**config.mk**
```make
export PLATFORM = sky130hd
export DESIGN_NAME = bank_mapper
export DESIGN_NICKNAME = d
export VERILOG_FILES = /design/src/rtl/map_pkg.sv /design/src/rtl/map_ctrl.sv /design/src/rtl/map_store.sv /design/src/rtl/map_fault.sv /design/src/rtl/bank_mapper.sv
export SDC_FILE = /design/constraint.sdc
export NUM_CORES = 1
export LEC_CHECK = 0
export CORE_UTILIZATION = 56
export CTS_CLUSTER_SIZE = 14
export DETAILED_ROUTE_END_ITERATION = 6
export PLACE_DENSITY = 0.78
export RECOVER_POWER = 25
export SYNTH_ARGS = -nofsm -noshare
export SYNTH_HDL_FRONTEND = slang
export SYNTH_SLANG_ARGS = --single-unit
```
**constraint.sdc**
```tcl
create_clock -name clk -period 5.2 [get_ports clk]
set_clock_uncertainty 0.15 [all_clocks]
set_input_delay 0.52 -clock clk [delete_from_list [all_inputs] [get_ports clk]]
set_output_delay 0.52 -clock clk [all_outputs]
set_load 0.05 [all_outputs]
```
**src/rtl/map_pkg.sv**
```systemverilog
package map_pkg;
  localparam int NB     = 4;
  localparam int LB_W   = 2;
  localparam int OFS_W  = 14;
  localparam int LA_W   = 16;
  localparam int PORT_W = 3;

  localparam logic [PORT_W-1:0] PO_TARGET = 3'd4;
  localparam logic [PORT_W-1:0] PO_TASK   = 3'd5;
  localparam logic [PORT_W-1:0] PO_MODE   = 3'd6;
  localparam logic [PORT_W-1:0] PO_CLEAR  = 3'd7;

  typedef enum logic {CTX_KERNEL = 1'b0, CTX_USER = 1'b1} ctx_e;
endpackage

```
**src/rtl/map_ctrl.sv**
```systemverilog
module map_ctrl
  import map_pkg::*;
#(
  parameter int          TASK_W  = 2,
  parameter logic [7:0]  IO_BASE = 8'h78
) (
  input  logic              clk,
  input  logic              rst_n,
  input  logic              io_wr,
  input  logic [7:0]        io_addr,
  input  logic [7:0]        io_data,
  input  logic              to_kernel,
  output logic              user_mode,
  output logic [TASK_W-1:0] task_id,
  output logic              tgt_user,
  output logic [TASK_W-1:0] tgt_set,
  output logic              ent_we,
  output logic [LB_W-1:0]   ent_idx,
  output logic              clr,
  output logic              io_viol
);
  ctx_e              mode_q, mode_d;
  logic [TASK_W-1:0] task_q, task_d, tset_q, tset_d;
  logic              tusr_q, tusr_d;
  logic              hit, kwr, mode_en, task_en, tgt_en;
  logic [PORT_W-1:0] off;

  assign hit     = io_wr && (io_addr[7:PORT_W] == IO_BASE[7:PORT_W]);
  assign off     = io_addr[PORT_W-1:0];
  assign kwr     = hit && (mode_q == CTX_KERNEL);
  assign io_viol = hit && (mode_q == CTX_USER);

  always_comb begin
    mode_en = to_kernel || (kwr && off == PO_MODE);
    mode_d  = to_kernel ? CTX_KERNEL : ctx_e'(io_data[0]);
    task_en = kwr && off == PO_TASK;
    task_d  = io_data[TASK_W-1:0];
    tgt_en  = kwr && off == PO_TARGET;
    tusr_d  = io_data[7];
    tset_d  = io_data[TASK_W-1:0];
  end

  always_ff @(posedge clk or negedge rst_n) begin
    if (!rst_n) begin
      mode_q <= CTX_KERNEL;
      task_q <= '0;
      tusr_q <= 1'b0;
      tset_q <= '0;
    end else begin
      if (mode_en) mode_q <= mode_d;
      if (task_en) task_q <= task_d;
      if (tgt_en) begin
        tusr_q <= tusr_d;
        tset_q <= tset_d;
      end
    end
  end

  assign user_mode = (mode_q == CTX_USER);
  assign task_id   = task_q;
  assign tgt_user  = tusr_q;
  assign tgt_set   = tset_q;
  assign ent_we    = kwr && !off[PORT_W-1];
  assign ent_idx   = off[LB_W-1:0];
  assign clr       = kwr && off == PO_CLEAR;
endmodule

```
**src/rtl/map_store.sv**
```systemverilog
module map_store
  import map_pkg::*;
#(
  parameter int PB_W    = 6,
  parameter int TASK_W  = 2,
  parameter bit FIX_TOP = 1'b1
) (
  input  logic              clk,
  input  logic              rst_n,
  input  logic              we,
  input  logic              wr_user,
  input  logic [TASK_W-1:0] wr_set,
  input  logic [LB_W-1:0]   wr_idx,
  input  logic [7:0]        wr_data,
  input  logic              user_mode,
  input  logic [TASK_W-1:0] task_id,
  input  logic [LB_W-1:0]   lbank,
  output logic [PB_W-1:0]   pbank,
  output logic              ent_ok
);
  localparam int NSET = 1 << TASK_W;

  logic [PB_W-1:0] kb_q [NB];
  logic [PB_W-1:0] ub_q [NSET][NB];
  logic            uv_q [NSET][NB];
  logic            ua_q [NSET][NB];

  for (genvar b = 0; b < NB; b++) begin : g_bank
    if (FIX_TOP && b == NB - 1) begin : g_fixed
      assign kb_q[b] = PB_W'(b);
      for (genvar s = 0; s < NSET; s++) begin : g_fset
        assign ub_q[s][b] = PB_W'(b);
        assign uv_q[s][b] = 1'b1;
        assign ua_q[s][b] = 1'b1;
      end
    end else begin : g_reg
      logic k_en;
      assign k_en = we && !wr_user && wr_idx == LB_W'(b);
      always_ff @(posedge clk or negedge rst_n) begin
        if (!rst_n)    kb_q[b] <= PB_W'(b);
        else if (k_en) kb_q[b] <= wr_data[PB_W-1:0];
      end
      for (genvar s = 0; s < NSET; s++) begin : g_set
        logic u_en;
        assign u_en = we && wr_user && wr_set == TASK_W'(s) && wr_idx == LB_W'(b);
        always_ff @(posedge clk or negedge rst_n) begin
          if (!rst_n) begin
            ub_q[s][b] <= PB_W'(b);
            uv_q[s][b] <= 1'b1;
            ua_q[s][b] <= 1'b1;
          end else if (u_en) begin
            ub_q[s][b] <= wr_data[PB_W-1:0];
            uv_q[s][b] <= wr_data[7];
            ua_q[s][b] <= wr_data[6];
          end
        end
      end
    end
  end

  always_comb begin
    if (user_mode) begin
      pbank  = ub_q[task_id][lbank];
      ent_ok = uv_q[task_id][lbank] && ua_q[task_id][lbank];
    end else begin
      pbank  = kb_q[lbank];
      ent_ok = 1'b1;
    end
  end
endmodule

```
**src/rtl/map_fault.sv**
```systemverilog
module map_fault
  import map_pkg::*;
#(
  parameter int TASK_W = 2
) (
  input  logic              clk,
  input  logic              rst_n,
  input  logic              mem_req,
  input  logic              user_mode,
  input  logic              ent_ok,
  input  logic [LA_W-1:0]   cpu_addr,
  input  logic              io_viol,
  input  logic [7:0]        io_addr,
  input  logic [TASK_W-1:0] task_id,
  input  logic              clr,
  output logic              fault,
  output logic              flt_valid,
  output logic [LA_W-1:0]   flt_addr,
  output logic [TASK_W-1:0] flt_task
);
  logic              mem_bad, detect, rec_en;
  logic              pulse_q, val_q, val_d, val_en;
  logic [LA_W-1:0]   addr_q, addr_d;
  logic [TASK_W-1:0] tsk_q;

  always_comb begin
    mem_bad = mem_req && user_mode && !ent_ok;
    detect  = mem_bad || io_viol;
    rec_en  = detect && !val_q;
    addr_d  = mem_bad ? cpu_addr : {8'h00, io_addr};
    val_en  = rec_en || clr;
    val_d   = rec_en;
  end

  always_ff @(posedge clk or negedge rst_n) begin
    if (!rst_n) begin
      pulse_q <= 1'b0;
      val_q   <= 1'b0;
      addr_q  <= '0;
      tsk_q   <= '0;
    end else begin
      pulse_q <= rec_en;
      if (val_en) val_q <= val_d;
      if (rec_en) begin
        addr_q <= addr_d;
        tsk_q  <= task_id;
      end
    end
  end

  assign fault     = pulse_q;
  assign flt_valid = val_q;
  assign flt_addr  = addr_q;
  assign flt_task  = tsk_q;
endmodule

```
**src/rtl/bank_mapper.sv**
```systemverilog
module bank_mapper
  import map_pkg::*;
#(
  parameter int         PB_W    = 6,
  parameter int         TASK_W  = 2,
  parameter logic [7:0] IO_BASE = 8'h78,
  parameter bit         FIX_TOP = 1'b1,
  localparam int        PA_W    = PB_W + 14
) (
  input  logic              clk,
  input  logic              rst_n,
  input  logic [15:0]       cpu_addr,
  input  logic              mem_req,
  input  logic              io_wr,
  input  logic [7:0]        io_addr,
  input  logic [7:0]        io_data,
  input  logic              to_kernel,
  output logic [PA_W-1:0]   phys_addr,
  output logic              fault,
  output logic              user_mode,
  output logic              flt_valid,
  output logic [15:0]       flt_addr,
  output logic [TASK_W-1:0] flt_task
);
  logic [1:0]        rs_q;
  logic              rst_i;
  logic [TASK_W-1:0] task_id, tgt_set;
  logic              tgt_user, ent_we, clr, io_viol, ent_ok;
  logic [LB_W-1:0]   ent_idx;
  logic [PB_W-1:0]   pbank;

  always_ff @(posedge clk or negedge rst_n) begin
    if (!rst_n) rs_q <= 2'b00;
    else        rs_q <= {rs_q[0], 1'b1};
  end
  assign rst_i = rs_q[1];

  map_ctrl #(.TASK_W(TASK_W), .IO_BASE(IO_BASE)) u_ctrl (
    .clk(clk), .rst_n(rst_i), .io_wr(io_wr), .io_addr(io_addr),
    .io_data(io_data), .to_kernel(to_kernel), .user_mode(user_mode),
    .task_id(task_id), .tgt_user(tgt_user), .tgt_set(tgt_set),
    .ent_we(ent_we), .ent_idx(ent_idx), .clr(clr), .io_viol(io_viol)
  );

  map_store #(.PB_W(PB_W), .TASK_W(TASK_W), .FIX_TOP(FIX_TOP)) u_store (
    .clk(clk), .rst_n(rst_i), .we(ent_we), .wr_user(tgt_user),
    .wr_set(tgt_set), .wr_idx(ent_idx), .wr_data(io_data),
    .user_mode(user_mode), .task_id(task_id),
    .lbank(cpu_addr[LA_W-1:OFS_W]), .pbank(pbank), .ent_ok(ent_ok)
  );

  map_fault #(.TASK_W(TASK_W)) u_fault (
    .clk(clk), .rst_n(rst_i), .mem_req(mem_req), .user_mode(user_mode),
    .ent_ok(ent_ok), .cpu_addr(cpu_addr), .io_viol(io_viol),
    .io_addr(io_addr), .task_id(task_id), .clr(clr), .fault(fault),
    .flt_valid(flt_valid), .flt_addr(flt_addr), .flt_task(flt_task)
  );

  assign phys_addr = {pbank, cpu_addr[OFS_W-1:0]};
endmodule

```
; ---- After elaboration in Yosys (flattened, before gate mapping)
; Cells that the tools add are included.
[totals]
reg_bits = 142
latch_bits = 0
mem_bits_rw = 0
romBits = 0
n_memories = 0
[op_classes]
n_addsub = 0
n_mul = 0
div_mod_pow = 0
order_cmp = 2
eq_ne = 10
n_shift = 0
muxes = 25
bitwise_logic = 3
reduce_logical = 42
[ops]
columns = cell, count
row1 = 24-bit binary-select mux with 2-bit select, 1
row2 = 24-bit two-way mux, 2
row3 = 1-bit logical AND, 33
row4 = 6-bit two-way mux, 5
row5 = 6-bit binary-select mux with 2-bit select, 2
row6 = 4-bit binary-select mux with 2-bit select, 2
row7 = 16-bit two-way mux, 1
row8 = 4-bit two-way mux, 4
row9 = "3-bit equality test, second input constant", 4
row10 = "2-bit equality test, second input constant", 3
row11 = "3-bit greater-or-equal comparator, second input constant", 2
row12 = 1-bit two-way mux, 6
row13 = 2-bit inverter with 3-bit output, 2
row14 = "5-bit by 4-bit equality test with 1-bit output, second input constant", 1
row15 = 1-bit binary-select mux with 2-bit select, 2
row16 = "2-bit by 1-bit equality test with 1-bit output, second input constant", 2
row17 = 1-bit zero test, 4
row18 = 2-bit zero test, 2
row19 = 1-bit logical OR, 3
row20 = 1-bit inverter, 1

; ---- Longest topological paths before layout
[logic_depth]
word_depth = 14
mapped_depth = 8

; ---- Modules after synthesis
; Synthesis repeated with hierarchy kept, for this count alone.
[hier_totals]
hier_cells = 475
area_unflattened_um2 = 6671.4
[modules_own_cells]
columns = mod, n_inst, cells_per_inst, area_per_inst_um2, seq_area_each_um2
row1 = map_store, 1, 356, 5298.8, 2895.3
row2 = map_fault, 1, 75, 875.8, 500.5
row3 = map_ctrl, 1, 27, 337.8, 150.1
row4 = bank_mapper, 1, 17, 158.9, 50.0

; ---- Worst setup path after synthesis
; Ideal clock, no wire load.
[synth_timing]
path_type = input-to-output
start = in cpu_addr[15]
end = out phys_addr[14]
arrival_ns = 2.372
path_slack_ns = 2.158
stages = 5
n_path_buf = 2
cell_sequence = clkbuf_1 > buf_1 > nand2b_1 > o22ai_1 > mux2i_1
[synth_between]
elab_chain_cells = 5
word_cells_on_any_way = 8
[synth_lines]
columns = element, line
row1 = from (decl), bank_mapper.sv:12  ; input logic [15:0] cpu_addr,
row2 = 2-bit inverter with 3-bit output (not written as such) *, "map_store.sv:63, map_store.sv:66"
row3 = 6-bit binary-select mux with 2-bit select (on tied branches), "map_store.sv:66, map_store.sv:63"
row4 = 6-bit two-way mux (on tied branches) (2 in a row), "map_store.sv:66, map_store.sv:63"
row5 = 6-bit two-way mux *, map_store.sv:62  ; if (user_mode) begin
row6 = to (decl), bank_mapper.sv:18  ; output logic [PA_W-1:0] phys_addr,
; Every way passes the cells marked *; elsewhere a longest branch is shown, timed or not. The select of a mux whose other input is x is not followed.

; ---- Worst setup path in the final report
[layout_timing]
start = reg u_ctrl.task_q[0] (netlist: u_ctrl.task_id[0])
end = out phys_addr[15]
[layout_between]
elab_chain_cells = 8
[layout_lines]
columns = element, line
row1 = from (decl), map_ctrl.sv:23  ; logic [TASK_W-1:0] task_q, task_d, tset_q, tset_d;
row2 = from (signal assigned), map_ctrl.sv:51  ; if (task_en) task_q <= task_d;
row3 = 2-bit inverter with 3-bit output (not written as such), map_store.sv:63  ; pbank = ub_q[task_id][lbank];
row4 = 24-bit binary-select mux with 2-bit select, map_store.sv:63
row5 = 24-bit two-way mux (not written as such) (2 in a row), map_store.sv:63
row6 = 6-bit binary-select mux with 2-bit select, map_store.sv:63
row7 = 6-bit two-way mux (not written as such) (2 in a row), map_store.sv:63
row8 = 6-bit two-way mux, map_store.sv:62
; No other way between the ends. The select of a mux whose other input is x is not followed.

==> results.tsv <==
metric	value	unit
fin. max-slew vios	66	
weighted congestion at the end of routability-driven global placement	0.750	
area of the die	0.0123	mm2
DRC viols	0	
Avg Inst Size Synth	13.6	um2
TritonCTS clock tree	done	
Initial Utilization	57.9	%
CP max stage delay	0.74	ns
number of gates given a new drive strength after cts	0	
final core utilization	70.0	%
routed wire length per instance	20.5	um
number of clock buffers inserted by TritonCTS	17	
multi-input logic area	0.00276	mm2
standby leakage power	3.63	nW
relative area change from synthesis to final layout	21.0	%
area of the mapped netlist	0.00664	mm2
run status	finished, violations left	
Critical Path Fanout Max	19	
# Post-CTS Setup Buffers	0	
total of buffers placed on input and output ports	77	
combined buffer and inverter count along the critical path	2	
ordered list of cells on the worst path	buf_4 > mux4_2 > mux2_2 > o22ai_1 > mux2i_1 > clkdlybuf4s50_1	
Peak supply drop	0.243	mV
remaining max-slew budget at the tightest pin	-122	%
leading cell type in the layout, fill and taps excluded	mux2_2	
number of core rows	39	
maximum number of buffers from clock root to sink	2	
Post-Syn Nets	526	
DRT Pass-1 Iters	6	
Final Net Count	583	
Seq. cell area	0.00360	mm2
height of the die	111	um
instance count of the mapped netlist	489	
CP delay by family, top	buffers and inverters	
post-detailed-route count of antenna-violating nets	0	
sum of negative setup slack	0	ns
type of the most critical hold path	in2async	
power after layout	2.65	mW
detail-routed via count per cell	6.08	
final clock period utilization by the worst path	75.2	%
total power per unit cell area	331	mW/mm2
Global Route Usage Sum	25.2	%
Synth async-reset ratio	100	%
clock input transition at the sequential cells of the worst setup and hold paths	0.06	ns
top_reg_cell synth	dfrtp_1	
number of hold violations in the final report	0	
Top Ports	78	
destination of the worst register-to-register timing path	u_store.ub_q[46]$_DFFE_PN0P_	
worst r2r path cells	1	
via count of the first global-routing pass	4461	
max_cap viols	1	
library cells used by synthesis	43	
cell with the largest stage delay on the worst path	clkdlybuf4s50_1	
clock net sink count	142	
antenna diode count	0	
Post-synth EDFFs	0	
number of antenna violations at the first check in global routing	0	
DRC marker count from the first detailed-route iteration	205	
floorplan core area	0.0115	mm2
Setup-failing EPs final	0	
FF+latch count, synth	142	
Slew @ Worst Pin	3.33	ns
final period demand of the worst path	3.91	ns
H-tree depth	4	
leading cell types in the layout, fill and taps excluded	125 x mux2_2, 108 x dfrtp_1, 76 x clkdlybuf4s50_1	
Detailed Route WL	14400	um
critical path type	reg2out	
peak clock frequency supported by timing	256	MHz
Filler cells	779	
required time worst endpoint	4.53	ns
RSZ-0062 raised after global routing	no	
sort of element at the start of the critical path	flip-flop	
overall die width	111	um
category of the worst setup path capture point	primary output	
cell at the root of the clock tree	clkbuf_16	
portion of the post-synthesis area used by sequential elements	54.2	%
clock latency on the worst-skew pair	0.42	ns
Overflow after GRT	0	
data arrival time of the critical path	3.24	ns
number of vias after detailed routing	4267	
share of cells above drive strength 1	41.5	%
cts-stage hold buffer count	0	
start of the worst register-to-register path	rs_q[1]$_DFF_PN0_	
violations in the final reports	capacitance limit, slew limit	
yosys synthesis warning count	0	
detailed-placement wirelength estimate	9690	um
wire length of the first global-routing pass	23900	um
largest net degree at the start of global routing	67	
launching instance or port of the critical path	u_ctrl.task_id[0]$_DFFE_PN0P_	
R2R setup slack	1.40	ns
[sequential cells by signal, summed over array words and instances, names as in the netlist, 12 cells and up]
register / cells
u_store.kb_q: 18
u_store.uv_q: 12
u_fault.flt_addr: 16
u_store.ua_q: 12
u_store.ub_q: 72
[final cells by class]
type                            instances  area share [%]
Sequential cell                       142            44.8
Multi-Input combinational cell        294            34.3
Timing Repair Buffer                   83            10.1
Clock buffer                           19            5.51
Clock inverter                         13            2.71
Tap cell                              143            2.23
Inverter                                8           0.374
[how the worst max path moves through the flow]
| stage | to | slack (ns) | cells after the start |
|---|---|---|---|
| finish | phys_addr[15] | 1.29 | 6 |
| global route | u_store.ub_q[88]$_DFFE_PN0P_ | 0.61 | 1 |
| CTS | phys_addr[15] | 1.25 | 6 |
| detailed placement | phys_addr[17] | 1.47 | 7 |
| global placement | phys_addr[15] | 1.60 | 6 |
| floorplan | u_ctrl.task_id[0]$_DFFE_PN0P_ | 0.86 | 0 |
[kinds of logic (layout without fill, tap and decap cells)]
group / Yosys count / after routing / share of synthesized area [%]
buffers and inverters: 53 / 123 / 4.35
muxes: 154 / 154 / 29.2
AOI/OAI and AO/OA: 53 / 53 / 5.29
other: 1 / 1 / 0.0565
DFF: 142 / 142 / 54.2
and+or+nand+nor: 86 / 86 / 6.99
[metal layers]
| metal | track usage (%) | up-vias | wire [um] |
|---|---|---|---|
| met5 | 0 | - | 0 |
| met3 | 6.07 | 30 | 667 |
| met1 | 33.0 | 2228 | 6350 |
| met2 | 40.1 | 129 | 7080 |
| li1 | - | 1880 | - |
| met4 | 11.2 | 0 | 320 |
[metrics by stage]
stage | hold WS [ns] | setup slack [ns] | instance area [um2] | instances
after global placement | 0.185 | 1.60 | 7380 | 670
final | 0.181 | 1.29 | 8030 | 702
after global routing | 0.175 | 0.608 | 8030 | 702
after floorplan | 0.0744 | 0.860 | 6640 | 489
after detailed placement | 0.190 | 1.47 | 7380 | 670
after CTS | 0.0997 | 1.25 | 8040 | 702
[synth_stat cells, types with 3 or more instances]
cell,count,area share [%]
clkbuf_1,19,1.1
o22ai_1,5,0.47
nor2_2,4,0.38
nand2_1,28,1.6
a211oi_1,5,0.57
and3_1,3,0.28
nor3_1,5,0.38
mux4_2,19,6.4
o21ai_0,12,0.90
nand3_1,12,0.90
a21oi_1,11,0.83
buf_4,14,1.6
o221a_2,3,0.51
mux2_2,125,21
buf_2,6,0.45
dfrtp_1,108,41
mux2i_1,10,1.5
inv_1,8,0.45
buf_6,4,0.68
nand2b_1,3,0.28
dfstp_2,34,13
nor2_1,16,0.90
nor2b_1,4,0.38
a31oi_1,7,0.66
[power breakdown]
| group | switching (mW) | internal, mW |
|---|---|---|
| Clock | 0.441 | 0.906 |
| Sequential | 0.0107 | 1.12 |
| Combinational | 0.111 | 0.0665 |
| Total | 0.563 | 2.09 |
No activity file was read; power rests on OpenSTA's default activity.
